`src/rtl/bor_release_seq.sv`:
```
module bor_release_seq #(
  parameter int REG_CYCLES  = 20,
  parameter int OST_CYCLES  = 64,
  parameter int FSCM_CYCLES = 100,
  parameter int PWRT_W      = 8
) (
  input  logic              clk,
  input  logic              por_i,
  input  logic              bor_i,
  input  logic              sleep_i,
  input  logic              idle_i,
  input  logic [2:0]        nosc_i,
  input  logic [1:0]        posc_mode_i,
  input  logic              pll_en_i,
  input  logic              pll_lock_i,
  input  logic [PWRT_W-1:0] pwrt_len_i,
  input  logic              stat_we_i,
  input  logic              stat_wdata_i,
  output logic              rst_o,
  output logic              clk_hold_o,
  output logic              exec_en_o,
  output logic              bor_stat_o
);

  localparam int PW_MAX = (1 << PWRT_W) - 1;
  localparam int M1     = (REG_CYCLES > OST_CYCLES) ? REG_CYCLES : OST_CYCLES;
  localparam int M2     = (M1 > FSCM_CYCLES) ? M1 : FSCM_CYCLES;
  localparam int MAXC   = (M2 > PW_MAX) ? M2 : PW_MAX;
  localparam int CNT_W  = $clog2(MAXC + 1);
  localparam logic [CNT_W-1:0] REG_LAST = CNT_W'(REG_CYCLES - 1);
  localparam logic [CNT_W-1:0] OST_N    = CNT_W'(OST_CYCLES);
  localparam logic [CNT_W-1:0] FSCM_N   = CNT_W'(FSCM_CYCLES);

  typedef enum logic [2:0] {S_ASSERT, S_REG, S_WAIT, S_RUN, S_RESUME} state_t;

  state_t           state;
  logic [1:0]       bor_sync;
  logic             sleep_q, xtal_q, pll_q, stat_q;
  logic [CNT_W-1:0] cnt, ost_cnt, pw_cnt, pw_tgt_q;

  wire bor_s    = bor_sync[1];
  wire xtal_sel = (nosc_i == 3'd2 || nosc_i == 3'd3) &&
                  (posc_mode_i == 2'b01 || posc_mode_i == 2'b10);
  wire pll_sel  = pll_en_i && (nosc_i == 3'd1 || nosc_i == 3'd3);
  wire [CNT_W-1:0] pw_tgt_d = (pwrt_len_i == '0 && xtal_sel) ? FSCM_N : CNT_W'(pwrt_len_i);

  wire ost_ok  = !xtal_q || ost_cnt == OST_N;
  wire lock_ok = !pll_q || pll_lock_i;
  wire pw_ok   = pw_cnt == pw_tgt_q;
  wire clk_ok  = ost_ok && lock_ok;

  always_ff @(posedge clk or posedge por_i) begin
    if (por_i) bor_sync <= 2'b00;
    else       bor_sync <= {bor_sync[0], bor_i};
  end

  always_ff @(posedge clk or posedge por_i) begin
    if (por_i) begin
      state    <= S_ASSERT;
      cnt      <= '0;
      ost_cnt  <= '0;
      pw_cnt   <= '0;
      pw_tgt_q <= '0;
      xtal_q   <= 1'b0;
      pll_q    <= 1'b0;
      sleep_q  <= 1'b0;
      stat_q   <= 1'b0;
    end else begin
      sleep_q <= sleep_i;
      if (bor_s)                          stat_q <= 1'b1;
      else if (stat_we_i && !stat_wdata_i) stat_q <= 1'b0;

      if (bor_s) begin
        state <= S_ASSERT;
      end else begin
        case (state)
          S_ASSERT: begin
            xtal_q   <= xtal_sel;
            pll_q    <= pll_sel;
            pw_tgt_q <= pw_tgt_d;
            cnt      <= '0;
            state    <= S_REG;
          end
          S_REG: begin
            if (cnt == REG_LAST) begin
              ost_cnt <= '0;
              pw_cnt  <= '0;
              state   <= S_WAIT;
            end else begin
              cnt <= cnt + 1'b1;
            end
          end
          S_WAIT: begin
            if (ost_cnt != OST_N)   ost_cnt <= ost_cnt + 1'b1;
            if (pw_cnt != pw_tgt_q) pw_cnt  <= pw_cnt + 1'b1;
            if (clk_ok && pw_ok)    state   <= S_RUN;
          end
          S_RUN: begin
            if (sleep_q && !sleep_i) begin
              cnt   <= '0;
              state <= S_RESUME;
            end
          end
          S_RESUME: begin
            if (cnt == REG_LAST) state <= S_RUN;
            else                 cnt   <= cnt + 1'b1;
          end
          default: state <= S_ASSERT;
        endcase
      end
    end
  end

  assign rst_o      = state == S_ASSERT || state == S_REG || state == S_WAIT;
  assign clk_hold_o = state == S_ASSERT || state == S_REG || (state == S_WAIT && !clk_ok);
  assign exec_en_o  = state == S_RUN && !sleep_i && !idle_i;
  assign bor_stat_o = stat_q;

  assert_bor_forces_reset_R2: assert property (@(posedge clk) disable iff (por_i)
    bor_s |=> (rst_o && bor_stat_o));

  assert_release_after_clock_R6: assert property (@(posedge clk) disable iff (por_i)
    $fell(rst_o) |-> !$past(clk_hold_o));

  assert_pll_locked_at_release_R5: assert property (@(posedge clk) disable iff (por_i)
    ($fell(rst_o) && $past(pll_q)) |-> $past(pll_lock_i));

  assert_status_sticky_R9: assert property (@(posedge clk) disable iff (por_i)
    $fell(bor_stat_o) |-> $past(stat_we_i && !stat_wdata_i && !bor_s));

  assert_exec_only_released_R12: assert property (@(posedge clk) disable iff (por_i)
    exec_en_o |-> (!rst_o && !clk_hold_o));

  assert_resume_blocks_exec_R11: assert property (@(posedge clk) disable iff (por_i)
    ($fell(sleep_i) && !rst_o && !bor_s) |=> !exec_en_o);

endmodule

```
`config.mk`:
```
export PLATFORM = sky130hd
export DESIGN_NAME = bor_release_seq
export DESIGN_NICKNAME = d
export VERILOG_FILES = /design/src/rtl/bor_release_seq.sv
export SDC_FILE = /design/constraint.sdc
export NUM_CORES = 1
export LEC_CHECK = 0
export ABC_CLOCK_PERIOD_IN_PS = 2300
export CAP_MARGIN = 20
export CORE_ASPECT_RATIO = 0.5
export CORE_MARGIN = 2
export CORE_UTILIZATION = 55
export CTS_CLUSTER_DIAMETER = 120
export DETAILED_ROUTE_END_ITERATION = 10
export DONT_BUFFER_PORTS = 1
export GPL_TIMING_DRIVEN = 0
export PLACE_DENSITY = 0.81
export REMOVE_ABC_BUFFERS = 1
export SKIP_CTS_REPAIR_TIMING = 1
export SYNTH_ARGS = -nofsm -noshare
export SYNTH_HDL_FRONTEND = slang
export SYNTH_SLANG_ARGS = --single-unit
```
`constraint.sdc`:
```
create_clock -name clk -period 2.3 [get_ports clk]
set_clock_uncertainty 0.1 [all_clocks]
set_input_delay 0 -clock clk [delete_from_list [all_inputs] [get_ports clk]]
set_output_delay 0 -clock clk [all_outputs]
set_load 0.01 [all_outputs]
```
* Yosys cells after proc, flatten, opt, wreduce, memory -nomap -nowiden
Cells that the tools add are included. W data, S select, Z words.
Word-level totals: register bits after elaboration 41, output and inout bits 4
Operators by class: $add $sub $neg 3, equality and inequality tests 23, mux-type cells 17, bitwise operators 1, reductions and logical operators 35
Operators with widths (number):
- $mux W8 | 6
- $pmux W8 S2 | 2
- $add A8 B1 Y8 const B | 3
- $pmux W8 S3 | 1
- $reduce_and A4 Y1 | 4
- $mux W3 | 5
- $pmux W3 S5 | 1
- $eq A3 B2 Y1 const B | 4
- $ne A3 B3 Y1 const B | 4
- $logic_and A1 B1 Y1 | 10
- $ne A2 B2 Y1 const B | 5
- $eq A8 B5 Y1 const B | 1
- $eq A8 B7 Y1 const B | 1
- $eq A8 B8 Y1 | 1
- $logic_not A8 Y1 | 1
- $logic_or A1 B1 Y1 | 8
- $ne A8 B7 Y1 const B | 1
- $ne A8 B8 Y1 | 1
- $eq A3 B1 Y1 const B | 2
- $logic_not A1 Y1 | 6
- $reduce_bool A2 Y1 | 2
- $eq A3 B3 Y1 const B | 1
- $logic_not A3 Y1 | 1
- $reduce_bool A3 Y1 | 1
- other kinds (6) | 7

* Depth between registers and ports, before layout
Gate-level depths: netlist (run 1).
word-level depth 7, gate-level depth with buffers 7, depth with buffers taken out 7

* Worst setup path after synthesis (run 1)
Ideal clock, no wire load.
kind reg2reg, from register cnt[0], to register pw_cnt[4], library setup time 120 ps, arrival time 1656 ps, required time 2080 ps, path slack 424 ps, stages on the path, launching flop included 7, clock period less this slack 1876 ps, path through dfrtp_1 -> ha_1 -> nor3b_1 -> nand2_1 -> nor3_4 -> nor2_1 -> a31o_2
On the way: word-level cells in the longest chain between the ends 3
Ends and longest elaborated chain:
- start, declared | line 39 | logic [CNT_W-1:0] cnt, ost_cnt, pw_cnt, pw_tgt_q;
- start signal, assigned | line 90 | cnt <= cnt + 1'b1;
- start signal, assigned | line 106 | else cnt <= cnt + 1'b1;
- $eq A8 B5 Y1 | line 85 | if (cnt == REG_LAST) begin
- $ne A2 B2 Y1 (no source line)
- $reduce_and A4 Y1 (no source line)
- end signal, assigned | line 95 | if (pw_cnt != pw_tgt_q) pw_cnt <= pw_cnt + 1'b1;
- end, declared | line 39
Every way passes these cells. A chain may end at the register's enable or synchronous reset.

* Worst setup path in the final report (run 1)
from register pw_cnt[2], to register pw_cnt[7]
On the way: word-level cells in the longest chain between the ends 3, elaborated cells between the ends (all ways) 6, classes of those cells 1 x add/sub; 2 x eq/ne; 2 x mux; 1 x reduce/logical
Ends and longest elaborated chain (line):
- $add A8 B1 Y8 or $ne A8 B8 Y1 (tied branches) | 95
- $mux W8 or $ne A2 B2 Y1 (tied branches)
- $pmux W8 S2 or $reduce_and A4 Y1 (tied branches)
Several ways; a longest one is shown, not always the timed one. The select of a mux whose other input is x is not followed.

==> impl_metrics.tcl, run 1 <==
set metrics [dict create \
    rsz0062_at_grt "no" \
    n_fill_cell 310 \
    timing.hold.ws_ns -0.0300 \
    synth-seq-cells 41 \
    synth-seq-area-share_pct 43.9 \
    fin_nets 287 \
    crit_required_ns 2.43 \
    r2r_setup_slack_ns 0.16 \
    crit_fanout 10 \
    failed_checks "hold timing" \
    post-route-period-util_pct 93.2 \
    grt-ovfl-total 0 \
    clockBufferDepth 2 \
    wl_per_cell_um 15.1 \
    gp_congestion 0.759 \
    max_freq_mhz 466 \
    synth-edff-count 0 \
    slew_violations 0 \
    yosysWarnings 0 \
    antennaDiodeCount 0 \
    synth_area_leaders "dfrtp_1 44%, xor2_1 4.9%, nand2_1 4.7%" \
    hold_path_class "primary input to flop" \
    grt_max_degree 42 \
    yosys.area.top_type "dfrtp_1" \
    die_w_um 96.2 \
    synth_top_area_share_pct 43.9 \
    clkTransAtPathRegs_ns 0.08 \
    htreeDepth 2 \
    initial_core_util_pct 58.6 \
    final_hold_viol_count 2 \
    async_reset_ff_share_pct 100 \
    power.density_mw_per_mm2 564 \
    route.detailed.drc 0 \
    via_per_inst 5.79 \
    die_h_um 50.1 \
    clkSinkCount 41 \
    synthTopCellsByCount "41 x dfrtp_1, 29 x nand2_1, 21 x nor2_1" \
    vdd_drop_max_mv 0.456 \
    antenna_found_initial 0 \
    finalCriticalPeriod_ns 2.14 \
    cts_buffers 5 \
    synth.distinct_cells 51 \
    synthFlopType "dfrtp_1" \
    num_rows 16 \
    final_util_pct 66.5 \
    dp_hpwl_mm 3.27 \
    crit_type "flop to flop" \
    syn_avg_cell_area_um2 9.61 \
    drt_iter0_markers 91 \
    dp.cells 291 \
    place_area_mm2 0.00237 \
    endpoint_kind "flop" \
    max_cap_viol_count 0 \
    syn_to_final_growth_pct 13.4 \
    p_leak_nw 1.14 \
    critPathLaunchType "flop" \
    synth_area_mm2 0.00234 \
    fin_area_mm2 0.00265 \
    yosysMostFrequentCell "dfrtp_1" \
    tns_ns 0 \
    setup_violations 0 \
    pin_count 26 \
    grt_util_all_layers_pct 20.4 \
    die-area_mm2 0.00482 \
    vias 1831 \
    cts_tree "yes" \
    totalWireLength_mm 4.76 \
    clk_latency_ns 0.30 \
    core-area_mm2 0.00398 \
    synthCells 243 \
    dr.pass1.iters 6 \
    grt_pass1_vias 1737 \
    drive_gt1_share_pct 11.5 \
    port_buffers 0 \
    fin_cells 316 \
    ant_nets 0 \
    maxSlewHeadroom_pct 42.9 \
    critPathArrivalTime_ns 2.27 \
    status "finished with violations" \
    root_buffer "clkbuf_8" \
    worst_slew_pin_slew_ns 0.856 \
    grt_pass1_wl_mm 7.43 \
]
==> path summary, 6_finish.rpt <==
check / depth (start not counted) / to / from
min in group asynchronous: 2 / pw_tgt_q[6] / por_i
max: 5 / pw_cnt[7] / pw_cnt[2]
max in group asynchronous: 2 / bor_sync[0] / por_i
min: 3 / state[0] / pll_lock_i
max reg2reg: 5 / pw_cnt[7] / pw_cnt[2]
min reg2reg: 0 / bor_sync[1] / bor_sync[0]
==> metal layers <==
layer	share of wire, %	global-route usage, %	vias up
met2	48	33.3	46
met1	45	24.9	882
met4	1.6	9.52	0
met3	5.0	5.81	11
li1	-	-	892
met5	0	0	-
==> cell usage in the layout, fill, tap and decap left out, drive strengths merged, types with 5 or more instances in the layout <==
cell / netlist / layout
mux2i: 7 / 7
nand2: 29 / 29
a21oi: 8 / 8
dfrtp: 41 / 41
nand2b: 7 / 7
nand4: 5 / 5
clkbuf: 3 / 7
mux2: 6 / 6
xor2: 13 / 13
nor3: 7 / 7
inv: 9 / 9
o21ai: 16 / 16
nor4: 6 / 6
nand3: 10 / 10
nor2: 23 / 23
dlygate4sd3: 0 / 17
==> cell type report <==
class,count,area [um^2],area share (%)
Timing Repair Buffer,17,170,6.42
Inverter,9,33.8,1.27
Multi-Input combinational cell,187,1250,47.2
Clock inverter,1,5.00,0.189
Tap cell,54,67.6,2.55
Sequential cell,41,1030,38.7
Clock buffer,7,96.3,3.64
==> power by group <==
part           leakage [nW]  internal [mW]  switching, mW  total (mW)
Clock                0.0542          0.271          0.251       0.523
Combinational         0.555         0.0818         0.0791       0.161
Sequential            0.534          0.765         0.0456       0.811
==> through the flow <==
stage	setup slack, ns	power (mW)
finish	0.156	1.49
global route	0.0296	1.57
CTS	0.0632	1.48
detailed placement	0.0746	0.959
global placement	0.113	0.948
floorplan	0.388	0.924
==> cell families (layout without fill, tap and decap cells) <==
logic type / Yosys count / after routing / share of synthesized area [%]
adders and majority gates: 4 / 4 / 2.14
xor gates and xnor gates: 16 / 16 / 6.00
buffers and inverters: 15 / 34 / 3.00
muxes: 13 / 13 / 5.89
DFF: 41 / 41 / 43.9
AOI/OAI and AO/OA: 44 / 44 / 13.2
and+or+nand+nor: 110 / 110 / 25.8
==> worst max-delay path, stage by stage (launching register included) <==
cell and delay (ns):
dfrtp_1 0.45, xor2_1 0.17, nor4_1 0.72, a31oi_4 0.25
nand4_1 0.18, mux2i_1 0.20
==> registers in the layout, indices dropped and copies added (netlist names) <==
name	cells
bor_stat_o	1
bor_sync	2
cnt	8
ost_cnt	8
pll_q	1
pw_cnt	8
pw_tgt_q	8
sleep_q	1
state	3
xtal_q	1
(Power assumes the default switching activity.)
==> run 2: changes to the inputs <==
--- a/config.mk
+++ b/config.mk
@@ -14,6 +14,7 @@
 export DETAILED_ROUTE_END_ITERATION = 10
 export DONT_BUFFER_PORTS = 1
 export GPL_TIMING_DRIVEN = 0
+export HOLD_SLACK_MARGIN = 0.05
 export PLACE_DENSITY = 0.81
 export REMOVE_ABC_BUFFERS = 1
 export SKIP_CTS_REPAIR_TIMING = 1
==> run 2 against run 1 <==
Effect of this change:
- the run still ends with hold timing left
- highest routed layer unchanged
- fmax fell by 0.58%
- largest cell class unchanged
- via count rose by 0.60%
- critical path type unchanged
- critical endpoint is now pw_cnt[1]
- register-to-register slack about the same
- hold slack gained 0.010 ns
==> impl_metrics.tcl, run 2 (synthesis results as in run 1) <==
set metrics [dict create \
    status "finished with violations" \
    failed_checks "hold timing" \
    critical_path.reg2reg.startpoint "pw_cnt[2]" \
    syn_to_final_growth_pct 14.3 \
    r2r_end "pw_cnt[1]" \
    post-route-period-util_pct 93.7 \
    initial_core_util_pct 58.6 \
    place_area_mm2 0.00237 \
    grt_pass1_vias 1737 \
    cts_tree "yes" \
    layout_common_cells "41 x dfrtp_1, 29 x nand2_1, 21 x nor2_1" \
    final_hold_viol_count 1 \
    fin_nets 289 \
    vias 1842 \
    die_w_um 96.2 \
    setup_violations 0 \
    antennaDiodeCount 0 \
    tns_ns 0 \
    dp.cells 291 \
    num_rows 16 \
    layout_commonest_cell "dfrtp_1" \
    rsz0062_at_grt "no" \
    drive_gt1_share_pct 11.4 \
    max_freq_mhz 464 \
    hold_path_class "primary input to flop" \
    p_leak_nw 1.15 \
    htreeDepth 2 \
    grt_pass1_wl_mm 7.43 \
    core-area_mm2 0.00398 \
    endpoint_kind "flop" \
    antenna_found_initial 0 \
    dr.pass1.iters 4 \
    critPathLaunchType "flop" \
    slew_violations 0 \
    ant_nets 0 \
    grt_max_degree 42 \
    root_buffer "clkbuf_8" \
    timing.hold.ws_ns -0.0199 \
    wl_per_cell_um 15.0 \
    totalWireLength_mm 4.78 \
    maxSlewHeadroom_pct 44.0 \
    fin_cells 318 \
    clkTransAtPathRegs_ns 0.08 \
    pin_count 26 \
    clockBufferDepth 2 \
    critPathArrivalTime_ns 2.26 \
    cts_buffers 5 \
    vdd_drop_max_mv 0.456 \
    clkSinkCount 41 \
    die_h_um 50.1 \
    die-area_mm2 0.00482 \
    via_per_inst 5.79 \
    finalCriticalPeriod_ns 2.16 \
    r2r_setup_slack_ns 0.14 \
    crit_start "pw_cnt[2]" \
    max_cap_viol_count 0 \
    grt_util_all_layers_pct 20.4 \
    crit_type "flop to flop" \
    grt-ovfl-total 0 \
    dp_hpwl_mm 3.27 \
    route.detailed.drc 0 \
    drt_iter0_markers 69 \
    crit_fanout 10 \
    worst_slew_pin_slew_ns 0.832 \
    gp_congestion 0.759 \
    port_buffers 0 \
    r2r_cells 5 \
    clk_latency_ns 0.30 \
    power.density_mw_per_mm2 561 \
    fin_area_mm2 0.00267 \
    crit_required_ns 2.40 \
    crit_end "pw_cnt[1]" \
]
==> run 2: cell types whose count changed in the layout (fill, tap and decap cells not counted), sizes merged <==
cell	before	now
dlygate4sd3	17	19
==> run 2: layout make-up <==
cell class              count  area (um^2)
clock inverters             1         5.00
clock buffers               7         96.3
inverters                   9         33.8
flip-flops and latches     41         1030
multi-input cells         187         1250
repair buffers             19          190
fillers                   304         1310
well taps                  54         67.6
==> run 2: layer usage <==
layer	up-vias	share of wire (%)	GRT usage [%]
met5	-	0	0
met4	0	1.6	9.52
met3	11	4.6	5.81
met2	43	49	33.3
met1	893	45	24.9
li1	895	-	-
==> run 2: worst min-delay path by stage <==
| stage | endpoint | startpoint | depth (start not counted) |
|---|---|---|---|
| after global placement | bor_sync[0] | bor_i | 0 |
| after global routing | state[1] | sleep_i | 4 |
| final | state[1] | sleep_i | 4 |
| after detailed placement | bor_sync[0] | bor_i | 0 |
| after floorplan | bor_sync[0] | bor_i | 0 |
| after CTS | bor_sync[0] | bor_i | 0 |
==> run 2: where the power goes <==
group / internal, mW / switching, mW / total, mW
clock: 0.271 / 0.252 / 0.523
combinational: 0.0841 / 0.0791 / 0.163
sequential: 0.765 / 0.0458 / 0.811
total: 1.12 / 0.377 / 1.50
==> run 2: stage by stage <==
stage,utilization [%],power [mW],worst slack (ns)
final,67.0,1.50,0.144
after global routing,67.0,1.57,0.0296
after CTS,62.0,1.48,0.0632
after detailed placement,59.4,0.959,0.0746
after global placement,59.4,0.948,0.113
after floorplan,-,0.924,0.388
==> run 2: critical path, stage by stage, from the launching register on <==
cell	delay [ns]
dfrtp_1	0.45
xor2_1	0.17
nor4_1	0.73
a31oi_4	0.25
nand4_1	0.16
a21bo_1	0.21
